[src/rtl/i2c_wr_pkg.sv]
package i2c_wr_pkg;

    localparam int NUM_SRC = 6;
    localparam int ACT_W   = 3;

    // request index = priority rank, 0 highest
    localparam int IDX_EN_CLR  = 0;
    localparam int IDX_BUS_REL = 1;
    localparam int IDX_STOP    = 2;
    localparam int IDX_START   = 3;
    localparam int IDX_DATA_WR = 4;
    localparam int IDX_WREL    = 5;

    typedef enum logic [ACT_W-1:0] {
        ACT_NONE    = 3'd0,
        ACT_TX      = 3'd1,
        ACT_RX      = 3'd2,
        ACT_RESTART = 3'd3,
        ACT_STOP    = 3'd4,
        ACT_RELEASE = 3'd5,
        ACT_DISABLE = 3'd6
    } act_e;

    function automatic act_e src_action(input int idx);
        case (idx)
            IDX_EN_CLR:  return ACT_DISABLE;
            IDX_BUS_REL: return ACT_RELEASE;
            IDX_STOP:    return ACT_STOP;
            IDX_START:   return ACT_RESTART;
            IDX_DATA_WR: return ACT_TX;
            IDX_WREL:    return ACT_RX;
            default:     return ACT_NONE;
        endcase
    endfunction

endpackage

[src/rtl/wr_req_filter.sv]
module wr_req_filter
    import i2c_wr_pkg::*;
(
    input  logic [NUM_SRC-1:0] req_raw_i,
    input  logic               master_i,
    input  logic               wake_mode_i,
    output logic [NUM_SRC-1:0] req_ok_o,
    output logic               illegal_o
);
    logic [NUM_SRC-1:0] mode_mask;

    genvar g;
    generate
        for (g = 0; g < NUM_SRC; g++) begin : g_mask
            if (g == IDX_STOP || g == IDX_START) begin : g_master_only
                assign mode_mask[g] = master_i;
            end else begin : g_any_mode
                assign mode_mask[g] = 1'b1;
            end
        end
    endgenerate

    assign req_ok_o  = wake_mode_i ? '0 : (req_raw_i & mode_mask);
    assign illegal_o = ~wake_mode_i & ~master_i &
                       (req_raw_i[IDX_STOP] | req_raw_i[IDX_START]);
endmodule

[src/rtl/wr_prio_arb.sv]
module wr_prio_arb #(
    parameter int N = 6
) (
    input  logic [N-1:0] req_i,
    output logic [N-1:0] grant_o,
    output logic         any_o
);
    logic [N-1:0] seen;

    genvar g;
    generate
        for (g = 0; g < N; g++) begin : g_arb
            if (g == 0) begin : g_first
                assign grant_o[g] = req_i[g];
                assign seen[g]    = req_i[g];
            end else begin : g_rest
                assign grant_o[g] = req_i[g] & ~seen[g-1];
                assign seen[g]    = seen[g-1] | req_i[g];
            end
        end
    endgenerate

    assign any_o = seen[N-1];
endmodule

[src/rtl/i2c_wait_release.sv]
module i2c_wait_release
    import i2c_wr_pkg::*;
(
    input  logic             clk_i,
    input  logic             rst_ni,
    input  logic             master_i,
    input  logic             wait_enter_i,
    input  logic             data_wr_i,
    input  logic             wait_rel_i,
    input  logic             start_req_i,
    input  logic             stop_req_i,
    input  logic             bus_rel_i,
    input  logic             en_clr_i,
    input  logic             wake_mode_i,
    output logic             scl_hold_o,
    output logic             action_valid_o,
    output logic [ACT_W-1:0] action_o,
    output logic             double_cancel_o,
    output logic             illegal_req_o
);
    typedef struct packed {
        logic waiting;
        logic canceled;
        logic act_valid;
        act_e act;
        logic dbl;
        logic illegal;
    } state_t;

    localparam state_t RST_STATE = '{
        waiting:   1'b0,
        canceled:  1'b0,
        act_valid: 1'b0,
        act:       ACT_NONE,
        dbl:       1'b0,
        illegal:   1'b0
    };

    logic [NUM_SRC-1:0] req_raw;
    logic [NUM_SRC-1:0] req_ok;
    logic [NUM_SRC-1:0] grant;
    logic               grant_any;
    logic               illegal_d;

    always_comb begin
        req_raw              = '0;
        req_raw[IDX_EN_CLR]  = en_clr_i;
        req_raw[IDX_BUS_REL] = bus_rel_i;
        req_raw[IDX_STOP]    = stop_req_i;
        req_raw[IDX_START]   = start_req_i;
        req_raw[IDX_DATA_WR] = data_wr_i;
        req_raw[IDX_WREL]    = wait_rel_i;
    end

    wr_req_filter u_filter (
        .req_raw_i   (req_raw),
        .master_i    (master_i),
        .wake_mode_i (wake_mode_i),
        .req_ok_o    (req_ok),
        .illegal_o   (illegal_d)
    );

    wr_prio_arb #(.N(NUM_SRC)) u_arb (
        .req_i   (req_ok),
        .grant_o (grant),
        .any_o   (grant_any)
    );

    state_t st_d, st_q;

    always_comb begin
        st_d           = st_q;
        st_d.act_valid = 1'b0;
        st_d.act       = ACT_NONE;
        st_d.dbl       = 1'b0;
        st_d.illegal   = illegal_d;
        if (st_q.waiting) begin
            if (grant_any) begin
                st_d.waiting   = 1'b0;
                st_d.canceled  = 1'b1;
                st_d.act_valid = 1'b1;
                for (int i = 0; i < NUM_SRC; i++) begin
                    if (grant[i]) begin
                        st_d.act = src_action(i);
                    end
                end
            end
        end else if (wait_enter_i) begin
            st_d.waiting  = 1'b1;
            st_d.canceled = 1'b0;
        end else if (st_q.canceled && grant_any) begin
            st_d.dbl = 1'b1;
        end
    end

    always_ff @(posedge clk_i) begin
        if (!rst_ni) begin
            st_q <= RST_STATE;
        end else begin
            st_q <= st_d;
        end
    end

    assign scl_hold_o      = st_q.waiting;
    assign action_valid_o  = st_q.act_valid;
    assign action_o        = st_q.act;
    assign double_cancel_o = st_q.dbl;
    assign illegal_req_o   = st_q.illegal;
endmodule

[config.mk]
export PLATFORM = sky130hd
export DESIGN_NAME = i2c_wait_release
export DESIGN_NICKNAME = d
export VERILOG_FILES = /design/src/rtl/i2c_wr_pkg.sv /design/src/rtl/wr_req_filter.sv /design/src/rtl/wr_prio_arb.sv /design/src/rtl/i2c_wait_release.sv
export SDC_FILE = /design/constraint.sdc
export NUM_CORES = 1
export LEC_CHECK = 0
export ABC_CLOCK_PERIOD_IN_PS = 2500
export BUFFER_PORTS_ARGS = -buffer_cell sky130_fd_sc_hd__buf_4
export CAP_MARGIN = 20
export CORE_AREA = 2 2 39 41
export DETAILED_ROUTE_END_ITERATION = 8
export DIE_AREA = 0 0 41 43
export PLACE_DENSITY = 0.68
export SYNTH_ARGS = -nofsm -noshare
export SYNTH_HDL_FRONTEND = slang
export SYNTH_HIERARCHICAL = 1
export SYNTH_SLANG_ARGS = --single-unit
export TNS_END_PERCENT = 100
[constraint.sdc]
create_clock -name clk_i -period 2.5 [get_ports clk_i]
set_clock_uncertainty 0.05 [all_clocks]
set_input_delay 0.5 -clock clk_i [delete_from_list [all_inputs] [get_ports clk_i]]
set_output_delay 0.5 -clock clk_i [all_outputs]
set_load 0.01 [all_outputs]
==> results.py <==
metrics = {
    "global_routing": {
        "grt_max_degree": 8,
        "grt_pass1_vias": 333,
        "antenna_found_initial": 0,
        "grt_first_pass_wirelength_um": 1350,
        "grt_usage_pct": 11.9,
        "grt-ovfl-total": 0,
    },
    "logic_synthesis": {
        "synth.avg_cell_area_um2": 9.12,
        "ys_seq_area_share_pct": 36.6,
        "synth_cell_types": 23,
        "synth-seq-cells": 8,
        "ys.flop_type": "dfxtp_1",
        "synth_top_area_share_pct": 36.6,
        "synthCells": 48,
        "post-synth-top-area-cell": "dfxtp_1",
        "yosysMostFrequentCell": "dfxtp_1",
        "yosys_warnings": 6,
        "synth_async_sr_flop_share_pct": 0,
        "synthTopCellsByCount": "dfxtp_1, nor2_1, and2b_2, buf_4",
        "netlist_area_um2": 438,
        "synth_edf_count": 0,
        "synth_nets": 59,
        "ys_top_cells_by_area": "dfxtp_1, and2b_2, buf_4, and3b_2, nand2b_1",
    },
    "power": {
        "powerDensity_mw_per_mm2": 494,
        "p_sw_uw": 67.8,
        "peakVddDrop_mv": 0.129,
        "p_comb_share_pct": 18.7,
        "p_total_uw": 286,
        "p_seq_share_pct": 47.3,
        "clock_power_share_pct": 34.0,
        "swShare_pct": 23.7,
        "p_leak_nw": 0.259,
        "internal-power_uw": 218,
    },
    "sta": {
        "rsz0062_at_grt": "no",
        "worstMarginPinSlew_ns": 0.452,
        "setup_viol": 0,
        "setup_tns_ns": 0,
        "timing.fmax_mhz": 520,
        "slew-limit-headroom_pct": 69.8,
        "drv_slew": 0,
        "fin_crit_sh_pct": 76.9,
        "fin_ws_ns": 0.578,
        "final.min_clock_period_ns": 1.92,
        "final_hold_viol_count": 0,
    },
    "die": {
        "fp.dieW_um": 41,
        "floorplan.initialDensity_pct": 31.6,
        "rows": 14,
        "dieArea_mm2": 0.00176,
        "die_h_um": 43,
        "io_pins": 18,
        "core_area_mm2": 0.00138,
    },
    "drt": {
        "routedWlPerCell_um": 9.70,
        "first_iter_violations": 2,
        "wirelength_um": 776,
        "via_count": 382,
        "drc": 0,
        "vias_per_cell": 4.78,
        "first_pass_iters": 2,
        "antenna_left": 0,
    },
    "flow_run": {
        "maxCapViolations": 0,
    },
    "placement": {
        "post-place-ws_ns": 0.306,
        "hpwl_um": 619,
        "place_area_um2": 556,
        "gp_congestion": 0.743,
        "port_buffers": 17,
    },
    "cells_and_area": {
        "num-fill-cells": 146,
        "num_antenna_cells": 0,
        "nNetsFinal": 77,
        "syn_to_final_growth_pct": 32.0,
        "design_area_um2": 578,
        "drive_gt1_share_pct": 46.9,
    },
    "cts": {
        "ctsHoldBuffers": 0,
        "cts-resized-gates": 0,
        "postCtsSetupBuffers": 0,
        "clkLatencyLatePin_ns": 0.25,
        "cts_sinks": 8,
        "ctsRootBufferMaster": "clkbuf_4",
        "cts_tree": "yes",
        "ctsHtreeMaxLevel": 1,
        "cts_max_path_buffers": 2,
        "cts.clk_slew.worst_paths_ns": 0.05,
        "cts_made_buffers": 3,
    },
    "critical_path": {
        "crit_required_ns": 2.59,
        "critPathMaxFanout": 7,
        "critPathKind": "in2reg",
        "cp.arrival_ns": 2.01,
        "critPathLaunchType": "primary input",
        "end_kind": "flop",
    },
    "outcome": {
        "status": "finished, final reports clean",
    },
    "min_path": {
        "hold_path.class": "in2reg",
    },
}
==> cell usage in the layout, fill, tap and decap left out, types with 2 or more instances in the layout <==
| cell | synthesis | routed |
|---|---|---|
| inv_1 | 3 | 3 |
| a21oi_1 | 2 | 2 |
| nor2b_1 | 2 | 2 |
| nand2b_1 | 3 | 3 |
| and2b_2 | 4 | 4 |
| nor3b_1 | 2 | 2 |
| nor2_1 | 5 | 5 |
| and3b_2 | 2 | 2 |
| buf_4 | 4 | 17 |
| dfxtp_1 | 8 | 8 |
| clkbuf_4 | 0 | 3 |
==> area by class of cell <==
cell class | count | area [um^2] | area share, %
Clock buffer | 3 | 22.5 | 3.90
Multi-Input combinational cell | 33 | 236 | 40.9
Sequential cell | 8 | 160 | 27.7
Inverter | 3 | 11.3 | 1.95
Timing Repair Buffer | 17 | 128 | 22.1
Tap cell | 16 | 20.0 | 3.46
==> power groups by stage <==
stage	combinational, mW	clock [mW]	sequential (mW)
3_3_place_gp	0.0529	0	0.138
3_5_place_dp	0.0538	0	0.138
5_1_grt	0.0603	0.107	0.136
4_1_cts	0.0540	0.104	0.135
6_report	0.0533	0.0972	0.135
2_1_floorplan	0.0314	0	0.139
==> metal layers <==
metal  wire length [um]  part of all wire (%)  global-route usage [%]
met2                358                    46                    15.9
met3                 53                   6.8                       0
met1                312                    40                    13.9
met4                 51                   6.6                    16.0
met5                  0                     0                       0
==> state kept, by name, indices dropped and copies added, names as in the netlist <==
signal / count
action_o: 3
action_valid_o: 1
double_cancel_o: 1
illegal_req_o: 1
scl_hold_o: 1
st_q: 1
==> worst paths after layout <==
check	from	to	slack, ns	cells past startpoint
worst min register to register	st_q[6]$_SDFFE_PN0P_	double_cancel_o$_SDFF_PP0_	0.42	2
worst min-delay path	wait_enter_i	double_cancel_o$_SDFF_PP0_	0.36	2
worst max register to register	scl_hold_o$_SDFF_PN0_	st_q[6]$_SDFFE_PN0P_	1.62	3
worst max-delay path	wake_mode_i	st_q[6]$_SDFFE_PN0P_	0.58	6
==> per-stage QoR <==
step / hold WS [ns] / utilization (%) / cells
global route: 0.354 / 41.8 / 80
finish: 0.358 / 41.8 / 80
CTS: 0.346 / 41.8 / 80
global placement: 0.413 / 40.1 / 77
detailed placement: 0.416 / 40.1 / 77
floorplan: 0.399 / - / 48
==> cells by family after synthesis <==
family / synth area share (%)
compound gates: 10.3
buf+inv: 9.43
simple gates: 43.7
flops: 36.6
==> worst max-delay path, stage by stage <==
cell     delay (ns)
buf_4          0.11
and2b_2        0.25
or4_4          0.52
or3_1          0.38
a22oi_1        0.19
nor2b_1        0.06
(Power assumes the default switching activity.)
